--- config.mk ---
export PLATFORM = sky130hd
export DESIGN_NAME = cmdchain_engine
export DESIGN_NICKNAME = d
export VERILOG_FILES = /design/src/rtl/cmdchain_pkg.sv /design/src/rtl/cmdchain_sema.sv /design/src/rtl/cmdchain_fsm.sv /design/src/rtl/cmdchain_engine.sv
export SDC_FILE = /design/constraint.sdc
export NUM_CORES = 1
export LEC_CHECK = 0
export BUFFER_PORTS_ARGS = -buffer_cell sky130_fd_sc_hd__buf_4
export CORE_MARGIN = 2
export CORE_UTILIZATION = 53
export DETAILED_ROUTE_END_ITERATION = 6
export HOLD_SLACK_MARGIN = 0.03
export PLACE_DENSITY_LB_ADDON = 0.3
export SYNTH_ARGS = -nofsm -noshare
export SYNTH_HDL_FRONTEND = slang
export SYNTH_SLANG_ARGS = --single-unit
--- constraint.sdc ---
create_clock -name clk -period 3.67 [get_ports clk]
set_clock_uncertainty 0.15 [all_clocks]
set_input_delay 0.1835 -clock clk [delete_from_list [all_inputs] [get_ports clk]]
set_output_delay 0.1835 -clock clk [all_outputs]
set_load 0.05 [all_outputs]
--- src/rtl/cmdchain_pkg.sv ---
package cmdchain_pkg;

    typedef enum logic [2:0] {
        ST_IDLE,
        ST_CMD_REQ,
        ST_CMD_WAIT,
        ST_PTR_REQ,
        ST_PTR_WAIT,
        ST_DATA,
        ST_FINISH
    } chain_state_e;

    typedef enum logic [1:0] {
        RA_NEXT  = 2'd0,
        RA_SEMA  = 2'd1,
        RA_GATE  = 2'd2,
        RA_RESET = 2'd3
    } reg_sel_e;

    localparam int CMD_BIT_CHAIN = 0;
    localparam int CMD_BIT_DEC   = 1;
    localparam int CMD_BIT_IRQ   = 2;
    localparam int CMD_FLAGS_W   = 3;

endpackage

--- src/rtl/cmdchain_sema.sv ---
module cmdchain_sema #(
    parameter int SEMA_W = 8
) (
    input  logic              clk,
    input  logic              rst_n,
    input  logic              clear,
    input  logic              add_en,
    input  logic [SEMA_W-1:0] add_val,
    input  logic              dec_en,
    output logic [SEMA_W-1:0] count,
    output logic              nonzero
);

    logic [SEMA_W-1:0] count_q;
    logic [SEMA_W-1:0] inc_term;
    logic [SEMA_W-1:0] dec_term;

    always_comb begin
        inc_term = add_en ? add_val : '0;
        dec_term = dec_en ? SEMA_W'(1) : '0;
    end

    always_ff @(posedge clk or negedge rst_n) begin
        if (!rst_n)
            count_q <= '0;
        else if (clear)
            count_q <= '0;
        else
            count_q <= count_q + inc_term - dec_term;
    end

    assign count   = count_q;
    assign nonzero = (count_q != '0);

endmodule

--- src/rtl/cmdchain_fsm.sv ---
module cmdchain_fsm
    import cmdchain_pkg::*;
#(
    parameter int ADDR_W      = 32,
    parameter int DATA_W      = 32,
    parameter int DATA_CYCLES = 4
) (
    input  logic              clk,
    input  logic              rst_n,
    input  logic              halt,
    input  logic              abort,
    input  logic              go,
    input  logic              resume,
    input  logic              mem_rvalid,
    input  logic [DATA_W-1:0] mem_rdata,
    output chain_state_e      state_o,
    output logic              mem_req,
    output logic              ptr_phase,
    output logic              sema_dec,
    output logic              done_pulse,
    output logic              chain_load,
    output logic [ADDR_W-1:0] chain_ptr
);

    localparam int CNT_W = $clog2(DATA_CYCLES + 1);
    localparam logic [CNT_W-1:0] CNT_LAST = CNT_W'(DATA_CYCLES - 1);

    chain_state_e             state_q;
    chain_state_e             state_d;
    logic [CMD_FLAGS_W-1:0]   cmd_q;
    logic [ADDR_W-1:0]        ptr_q;
    logic [CNT_W-1:0]         cnt_q;
    logic                     parked_q;
    logic                     finish_fire;

    // State register
    always_ff @(posedge clk or negedge rst_n) begin
        if (!rst_n)
            state_q <= ST_IDLE;
        else
            state_q <= state_d;
    end

    // Next-state logic
    always_comb begin
        state_d = state_q;
        unique case (state_q)
            ST_IDLE:     if (go && !parked_q) state_d = ST_CMD_REQ;
            ST_CMD_REQ:  state_d = ST_CMD_WAIT;
            ST_CMD_WAIT: if (mem_rvalid) state_d = ST_PTR_REQ;
            ST_PTR_REQ:  state_d = ST_PTR_WAIT;
            ST_PTR_WAIT: if (mem_rvalid) state_d = ST_DATA;
            ST_DATA:     if (cnt_q == CNT_LAST) state_d = ST_FINISH;
            ST_FINISH:   state_d = ST_IDLE;
            default:     state_d = ST_IDLE;
        endcase
        if (halt || abort)
            state_d = ST_IDLE;
    end

    // Outputs
    always_comb begin
        finish_fire = (state_q == ST_FINISH) && !halt;
        mem_req     = ((state_q == ST_CMD_REQ) || (state_q == ST_PTR_REQ)) && !halt;
        ptr_phase   = (state_q == ST_PTR_REQ);
        sema_dec    = finish_fire && cmd_q[CMD_BIT_DEC];
        done_pulse  = finish_fire && cmd_q[CMD_BIT_IRQ];
        chain_load  = finish_fire && cmd_q[CMD_BIT_CHAIN];
    end

    // Descriptor capture, data-phase counter, park flag
    always_ff @(posedge clk or negedge rst_n) begin
        if (!rst_n) begin
            cmd_q    <= '0;
            ptr_q    <= '0;
            cnt_q    <= '0;
            parked_q <= 1'b0;
        end else begin
            if (state_q == ST_CMD_WAIT && mem_rvalid)
                cmd_q <= mem_rdata[CMD_FLAGS_W-1:0];
            if (state_q == ST_PTR_WAIT && mem_rvalid)
                ptr_q <= mem_rdata[ADDR_W-1:0];
            if (state_q == ST_DATA)
                cnt_q <= cnt_q + CNT_W'(1);
            else
                cnt_q <= '0;
            if (abort || resume)
                parked_q <= 1'b0;
            else if (finish_fire && !cmd_q[CMD_BIT_CHAIN])
                parked_q <= 1'b1;
        end
    end

    assign state_o   = state_q;
    assign chain_ptr = ptr_q;

endmodule

--- src/rtl/cmdchain_engine.sv ---
module cmdchain_engine
    import cmdchain_pkg::*;
#(
    parameter int ADDR_W      = 32,
    parameter int DATA_W      = 32,
    parameter int SEMA_W      = 8,
    parameter int DATA_CYCLES = 4
) (
    input  logic              clk,
    input  logic              rst_n,
    input  logic              reg_we,
    input  logic [1:0]        reg_addr,
    input  logic [DATA_W-1:0] reg_wdata,
    output logic [DATA_W-1:0] reg_rdata,
    output logic              mem_req,
    output logic [ADDR_W-1:0] mem_addr,
    input  logic              mem_rvalid,
    input  logic [DATA_W-1:0] mem_rdata,
    output logic              cmd_done
);

    localparam int PTR_OFS = DATA_W / 8;

    logic [ADDR_W-1:0] nxt_q;
    logic              gate_q;
    logic              wr_next;
    logic              wr_sema;
    logic              wr_gate;
    logic              soft_rst;
    logic [SEMA_W-1:0] sema_count;
    logic              sema_nz;
    logic              sema_dec;
    logic              ptr_phase;
    logic              chain_load;
    logic [ADDR_W-1:0] chain_ptr;
    chain_state_e      fsm_state;

    always_comb begin
        wr_next  = reg_we && (reg_addr == RA_NEXT);
        wr_sema  = reg_we && (reg_addr == RA_SEMA);
        wr_gate  = reg_we && (reg_addr == RA_GATE);
        soft_rst = reg_we && (reg_addr == RA_RESET) && reg_wdata[0];
    end

    always_ff @(posedge clk or negedge rst_n) begin
        if (!rst_n) begin
            nxt_q  <= '0;
            gate_q <= 1'b1;
        end else begin
            if (chain_load)
                nxt_q <= chain_ptr;
            else if (wr_next)
                nxt_q <= reg_wdata[ADDR_W-1:0];
            if (wr_gate)
                gate_q <= reg_wdata[0];
        end
    end

    always_comb begin
        unique case (reg_addr)
            RA_NEXT: reg_rdata = DATA_W'(nxt_q);
            RA_SEMA: reg_rdata = DATA_W'(sema_count);
            RA_GATE: reg_rdata = DATA_W'(gate_q);
            default: reg_rdata = '0;
        endcase
    end

    assign mem_addr = nxt_q + (ptr_phase ? ADDR_W'(PTR_OFS) : '0);

    cmdchain_sema #(
        .SEMA_W (SEMA_W)
    ) u_sema (
        .clk     (clk),
        .rst_n   (rst_n),
        .clear   (soft_rst),
        .add_en  (wr_sema),
        .add_val (reg_wdata[SEMA_W-1:0]),
        .dec_en  (sema_dec),
        .count   (sema_count),
        .nonzero (sema_nz)
    );

    cmdchain_fsm #(
        .ADDR_W      (ADDR_W),
        .DATA_W      (DATA_W),
        .DATA_CYCLES (DATA_CYCLES)
    ) u_fsm (
        .clk        (clk),
        .rst_n      (rst_n),
        .halt       (gate_q),
        .abort      (soft_rst),
        .go         (sema_nz),
        .resume     (wr_sema),
        .mem_rvalid (mem_rvalid),
        .mem_rdata  (mem_rdata),
        .state_o    (fsm_state),
        .mem_req    (mem_req),
        .ptr_phase  (ptr_phase),
        .sema_dec   (sema_dec),
        .done_pulse (cmd_done),
        .chain_load (chain_load),
        .chain_ptr  (chain_ptr)
    );

endmodule

==> results.md, run 1 <==
- Fmax: 316 MHz
- Kind of start point of the critical path: flip-flop
- Final setup violation count: 0
- Worst setup endpoint: mem_addr[26]
- Ant. Diodes: 0
- Crit end category: output pin
- Postcts setup bufs: 0
- Global-route wire length before repair: 21,600 um
- Worst path bufs/invs: 1
- Buffers added on ports: 135
- CTS Buf Count: 9
- Wirelength per Cell: 17.2 um
- Grt total ovfl: 0
- Worst Setup Path Type: reg -> out
- Most common cell after layout, fill and taps aside: buf_4
- Synth Area in XOR/XNOR: 0.0585
- DRC Markers: 0
- CORE AREA: 0.00915 mm^2
- Synth warnings: 0
- Final Hold Fails: 0
- Final min period: 3.16 ns
- Mux contribution to synthesized area: 0.155
- Share of layout cells above drive strength 1: 0.284
- Worst skew pair latency: 0.35 ns
- Worst vdd ir: 0.000763 V
- Largest cells by area after synthesis: dfrtp_1 (42%), mux2_2 (7.5%), mux2i_1 (7.5%)
- Leak: 3.09 nW
- Via density per instance: 5.48
- Critical path launch point: u_fsm.state_o[2]
- FF-to-FF path depth: 10
- Top_reg_cell synth: dfrtp_1
- Clock sink count: 83
- Row count: 35
- Final net count: 770
- Largest net degree at the start of global routing: 84
- Family with the most delay on the worst path: simple AND/OR/NAND/NOR gates
- Number of antenna violations at the first check in global routing: 0
- RR Startpoint: gate_q
- Synth top area share: 0.415
- H-tree depth: 3
- Worst setup slack after layout: 0.509 ns
- Multi-input logic area: 0.00261 mm^2
- Synth cell types: 49
- Area leader, netlist: dfrtp_1
- Stages on worst setup path: 8
- CP cell instances: and3b_1, ha_1, ha_1, and4_1, nand3_1, nor3_1, xor2_1, buf_4
- #FFs+latches synth: 83
- Critical Path RT: 3.34 ns
- Slowest stage delay, CP: 0.46 ns
- Detailed placement HPWL: 9160 um
- Synthesized area per cell: 9.90 um^2
- Max-Cap Viols: 0
- Layout area overhead: 37.0%
- Worst Path Arrival: 2.83 ns
- Post-Syn Instances: 499
- Syn Std Cell Area: 0.00494 mm^2
- Final WL: 13,700 um
- Worst path slowest cell: dfrtp_1
- Cell Int Power: 2.53 mW
- Net Switching: 1.96 mW
- Final max-slew violation count: 0
- Die height: 101 um
- Setup TNS: 0 ns
- Pwr/cell area: 663 mW/mm^2
- Max clock buf depth: 2
- DRT iter0 DRCs: 178
- DP Area: 0.00595 mm^2
- RSZ-0062 raised after global routing: no
- Worst-Margin Slew: 1.07 ns
- Compound-Gate Fraction of Synth Area: 0.0694
- Switching Fraction: 0.436
- Crit Reg-Reg Endpoint: u_sema.count[6]
- Die Area: 0.0101 mm^2
- Root Buffer: clkbuf_8
- Post-CTS Resized: 0
- Design area: 0.00677 mm^2
- GRT Total Usage: 0.275
- Worst R2R Setup Slack: 0.88 ns
- Status: finished, final reports clean
- Clock transition at path regs: 0.08 ns
- Vias in the first global route: 4,432
- Net Count, Synth: 588
- Post-route ant nets: 0
- CTS tree: yes
- Largest family of logic cells by synthesized area: simple AND/OR/NAND/NOR gates
- Starting density of the core: 0.540
- Seq/Total Area, Yosys: 0.421
- Io pins: 136
- Fraction of the mapped netlist area in adder cells: 0.0496
- Crit Path Max Fanout: 9
- FF/Latch Area: 0.00208 mm^2
- Fillcell total: 639
- Critical path's most frequent cell: ha_1
- DR vias: 4,365
- Clock share of power: 0.149
- Async S/R FF share, synth: 1.00
- Setup WS pre-CTS: 0.844 ns
- Drt pass-1 iters: 4
- DIE WIDTH: 101 um
- Simple-gate share of the synthesized area: 0.194
- GPL Wtd Cong: 0.940
- Tcrit/Tclk final: 0.861
- Max-slew headroom: 0.283
- HP Class: in -> reg
- Number of synthesized flops with an enable pin: 0
- Sequential share of power: 0.357
- Logic gate share of total power: 0.494
- Commonest cells after routing, fill and taps aside: buf_4 (136), dfrtp_1 (82), dlygate4sd3_1 (62)
## routing by layer
| layer | track usage | up-vias | share of wire |
|---|---|---|---|
| met4 | 0.0991 | 0 | 0.023 |
| met1 | 0.339 | 2112 | 0.41 |
| met2 | 0.482 | 156 | 0.51 |
| li1 | - | 2069 | - |
| met5 | 0 | - | 0 |
| met3 | 0.0513 | 28 | 0.057 |
## stage by stage
| step | power, mW | utilization | instances | hold slack [ns] |
|---|---|---|---|---|
| 6_report | 4.49 | 0.740 | 797 | 0.0391 |
| 5_1_grt | 4.76 | 0.740 | 797 | 0.0559 |
| 4_1_cts | 4.47 | 0.740 | 797 | 0.0304 |
| 3_5_place_dp | 3.75 | 0.651 | 719 | 0.266 |
| 3_3_place_gp | 3.69 | 0.651 | 719 | 0.254 |
| 2_1_floorplan | 3.15 | - | 499 | -0.262 |
## cell families (layout without fill, tap and decap cells)
| logic type | after synthesis | after routing |
|---|---|---|
| compound gates | 61 | 61 |
| xor+xnor | 33 | 33 |
| fa+ha+maj | 19 | 19 |
| buf+inv | 56 | 243 |
| flops | 83 | 83 |
| mux | 72 | 72 |
| simple gates | 175 | 175 |
## state kept, by name, summed over array words and instances, names as in the netlist
signal / cells
u_fsm.cmd_q: 3
u_fsm.cnt_q: 3
u_sema.count: 8
nxt_q: 32
u_fsm.parked_q: 1
u_fsm.state_o: 3
gate_q: 1
u_fsm.chain_ptr: 32
## power by group through the flow
stage	Sequential, mW	Clock, mW	Combinational [mW]
2_1_floorplan	1.49	0	1.66
3_3_place_gp	1.59	0	2.10
3_5_place_dp	1.61	0	2.14
4_1_cts	1.59	0.676	2.21
5_1_grt	1.65	0.717	2.40
6_report	1.60	0.668	2.22
## synth_stat cells, drive strengths merged, types with 2 or more instances
cell	n
nor3	18
a211oi	2
nor2b	3
a21oi	12
and4	7
clkbuf	5
or3	2
nand4	6
ha	18
nor4	5
and3	2
nor2	26
xnor2	17
nand2	55
nand3	12
nor3b	3
nand2b	4
buf	22
inv	29
xor2	16
o21a	4
o21ai	37
and2	26
mux2	35
dfrtp	82
nand3b	2
mux2i	37
## what timing repair did
action | 4_1_cts | 5_1_grt
hold endpoints to repair | 147 | 0
hold buffers | 62 | 0
setup endpoints to repair | 0 | 0
## how the worst min path moves through the flow
stage | from | endpoint | slack (ns) | cells past startpoint
global placement | mem_rdata[0] | u_fsm.cmd_q[0] | 0.25 | 3
global route | reg_wdata[31] | nxt_q[31] | 0.06 | 3
CTS | reg_wdata[17] | nxt_q[17] | 0.03 | 3
detailed placement | mem_rdata[0] | u_fsm.cmd_q[0] | 0.27 | 3
floorplan | rst_n | nxt_q[0] | -0.26 | 0
finish | reg_wdata[4] | nxt_q[4] | 0.04 | 3
## cell type report
cell class              instances  area share
inverters                      29      0.0161
flip-flops and latches         83       0.307
clock buffers                  12      0.0214
well taps                     111      0.0205
repair buffers                198       0.242
clock inverters                 4     0.00739
multi-input cells             360       0.385
## worst reg2reg max path, stage by stage (launching register included)
cell and delay [ns]:
dfstp_2 0.58, and4bb_2 0.26, and2_1 0.16, ha_1 0.26, inv_1 0.04, ha_1 0.22
fa_1 0.40, a21o_1 0.17, a21oi_1 0.22, or3_1 0.15, nand3_1 0.06
Power figures use the tool's default switching activity.
==> run 2: changes to the inputs <==
--- a/config.mk
+++ b/config.mk
@@ -7,10 +7,11 @@
 export LEC_CHECK = 0
 export BUFFER_PORTS_ARGS = -buffer_cell sky130_fd_sc_hd__buf_4
 export CORE_MARGIN = 2
-export CORE_UTILIZATION = 53
+export CORE_UTILIZATION = 54
 export DETAILED_ROUTE_END_ITERATION = 6
 export HOLD_SLACK_MARGIN = 0.03
 export PLACE_DENSITY_LB_ADDON = 0.3
 export SYNTH_ARGS = -nofsm -noshare
 export SYNTH_HDL_FRONTEND = slang
+export SYNTH_HIERARCHICAL = 1
 export SYNTH_SLANG_ARGS = --single-unit
==> results.md, run 2 <==
- Number of synthesized flops with an enable pin: 0
- Fmax: 327 MHz
- Largest cells by area after synthesis: dfrtp_1 (40%), mux2_4 (8.8%), mux2i_1 (7.8%)
- Hold Path End: gate_q
- Postcts setup bufs: 0
- Largest net degree at the start of global routing: 84
- Worst Setup Path Type: reg -> out
- DP Area: 0.00612 mm^2
- Row count: 35
- Critical Path RT: 3.34 ns
- Leak: 3.29 nW
- Number of antenna violations at the first check in global routing: 0
- Gr busiest metal: met2
- Crit Path Max Fanout: 11
- Die Area: 0.0103 mm^2
- RR Startpoint: gate_q
- DRT iter0 DRCs: 137
- CTS Buf Count: 9
- Setup WS pre-CTS: 0.627 ns
- Die height: 101 um
- Synth top area share: 0.401
- Clock sink count: 83
- Wirelength per Cell: 17.6 um
- Worst R2R Setup Slack: 0.82 ns
- Post-route ant nets: 0
- Area leader, netlist: dfrtp_1
- Grt met1 use: 0.352
- Worst vdd ir: 0.000355 V
- Count leader, synth: dfrtp_1
- Worst skew pair latency: 0.36 ns
- HP Class: in -> reg
- Design area: 0.00695 mm^2
- Final net count: 768
- RSZ-0062 raised after global routing: no
- Starting density of the core: 0.556
- Buffers added on ports: 135
- Worst setup slack after layout: 0.612 ns
- Final Hold Fails: 0
- Final min period: 3.06 ns
- Syn Std Cell Area: 0.00511 mm^2
- Final setup violation count: 0
- Share of layout cells above drive strength 1: 0.312
- Root Buffer: clkbuf_8
- Most common cell after layout, fill and taps aside: buf_4
- Drt pass-1 iters: 4
- Setup TNS: 0 ns
- Async S/R FF share, synth: 1.00
- Status: finished, final reports clean
- Met2 GRT Util: 0.497
- Pwr/cell area: 616 mW/mm^2
- Layout area overhead: 36.0%
- Via density per instance: 5.43
- GRT Total Usage: 0.282
- Post-CTS Resized: 0
- DR vias: 4,309
- Met3 usage: 0.0511
- Commonest cells after routing, fill and taps aside: buf_4 (139), dfrtp_1 (82), dlygate4sd3_1 (65)
- Detailed placement HPWL: 9260 um
- Max clock buf depth: 2
- Max-Cap Viols: 0
- Crit Reg-Reg Endpoint: u_sema/count[5]
- CTS Hold Bufs: 65
- GPL Wtd Cong: 0.863
- Critical hold path startpoint: reg_we
- Synth cell types: 52
- CORE AREA: 0.00920 mm^2
- Post-Syn Instances: 490
- Top_reg_cell synth: dfrtp_1
- Final max-slew violation count: 0
- DIE WIDTH: 101 um
- Synthesized area per cell: 10.4 um^2
- Crit end category: output pin
- CTS tree: yes
- Io pins: 136
- Synth warnings: 6
- Worst-Margin Slew: 1.10 ns
- Hold Path Depth: 3
- #FFs+latches synth: 83
- Kind of start point of the critical path: flip-flop
- Ant. Diodes: 0
- Clock transition at path regs: 0.09 ns
- Most frequent cells after synthesis: dfrtp_1 (82), nand2_1 (56), mux2i_1 (40)
- H-tree depth: 3
- Final WL: 14,000 um
- Tot Pwr: 4.28 mW
- Grt total ovfl: 0
- Worst Path Arrival: 2.72 ns
- DRC Markers: 0
- Seq/Total Area, Yosys: 0.407
- Critical path launch point: u_fsm/state_o[0]
- Net Count, Synth: 580
- Hold slack: 0.0451 ns
- FF-to-FF path depth: 8
- Vias in the first global route: 4,428
- Tcrit/Tclk final: 0.833
- Max-slew headroom: 0.270
- Global-route wire length before repair: 22,200 um
-- run 2: cell types whose count changed after synthesis, sizes merged, moves of 5 or more --
| cell | previous run | this run |
|---|---|---|
| clkbuf | 5 | 10 |
| buf | 22 | 17 |
| inv | 29 | 24 |
| nor3 | 18 | 12 |
| nand3 | 12 | 19 |
-- run 2: cell families (layout without fill, tap and decap cells) --
kind of cell               Yosys count  after routing  share of synthesized area
DFF                                 83             83                      0.407
AOI/OAI and AO/OA                   58             58                     0.0644
muxes                               75             75                      0.177
adders and majority gates           20             20                     0.0504
buffers and inverters               51            244                     0.0543
xor gates and xnor gates            33             33                     0.0565
and+or+nand+nor                    170            170                      0.190
-- run 2: area by class of cell --
| class | instances | area (um^2) |
|---|---|---|
| clock inverter | 7 | 58.8 |
| sequential | 83 | 2080 |
| timing repair buffer | 204 | 1690 |
| fill | 626 | 2250 |
| clock buffer | 9 | 124 |
| inverter | 24 | 90.1 |
| tap | 111 | 139 |
| multi-input combinational | 356 | 2770 |
-- run 2: critical path, cell delays in order (launching register included) --
cell and delay, ns:
dfrtp_1 0.52, and3b_2 0.28, ha_1 0.16, ha_1 0.14, and3_1 0.32, nand3_2 0.24
nor4_2 0.28, xor2_1 0.21, buf_4 0.23
-- run 2: metal layers --
metal	part of all wire	vias up
li1	-	2063
met1	0.42	2090
met2	0.52	132
met3	0.046	24
met4	0.018	0
met5	0	-
-- run 2: per-stage QoR --
stage,std cells,util
final,794,0.756
after global routing,794,0.756
after CTS,794,0.756
after detailed placement,713,0.665
after global placement,713,0.665
after floorplan,490,-
-- run 2: worst max-delay path by stage --
stage,endpoint,slack (ns),depth (start not counted)
after floorplan,u_sema/count[7],0.78,13
after global placement,u_sema/count[7],0.73,11
after detailed placement,u_sema/count[7],0.63,11
after CTS,mem_addr[30],0.64,8
after global routing,mem_addr[19],0.34,7
final,mem_addr[30],0.61,8
-- run 2: report_power, final --
part	switching, mW	leakage, nW	internal (mW)
Sequential	0.326	1.05	1.26
Combinational	1.15	2.15	0.914
Clock	0.377	0.0868	0.255
Total	1.85	3.29	2.43
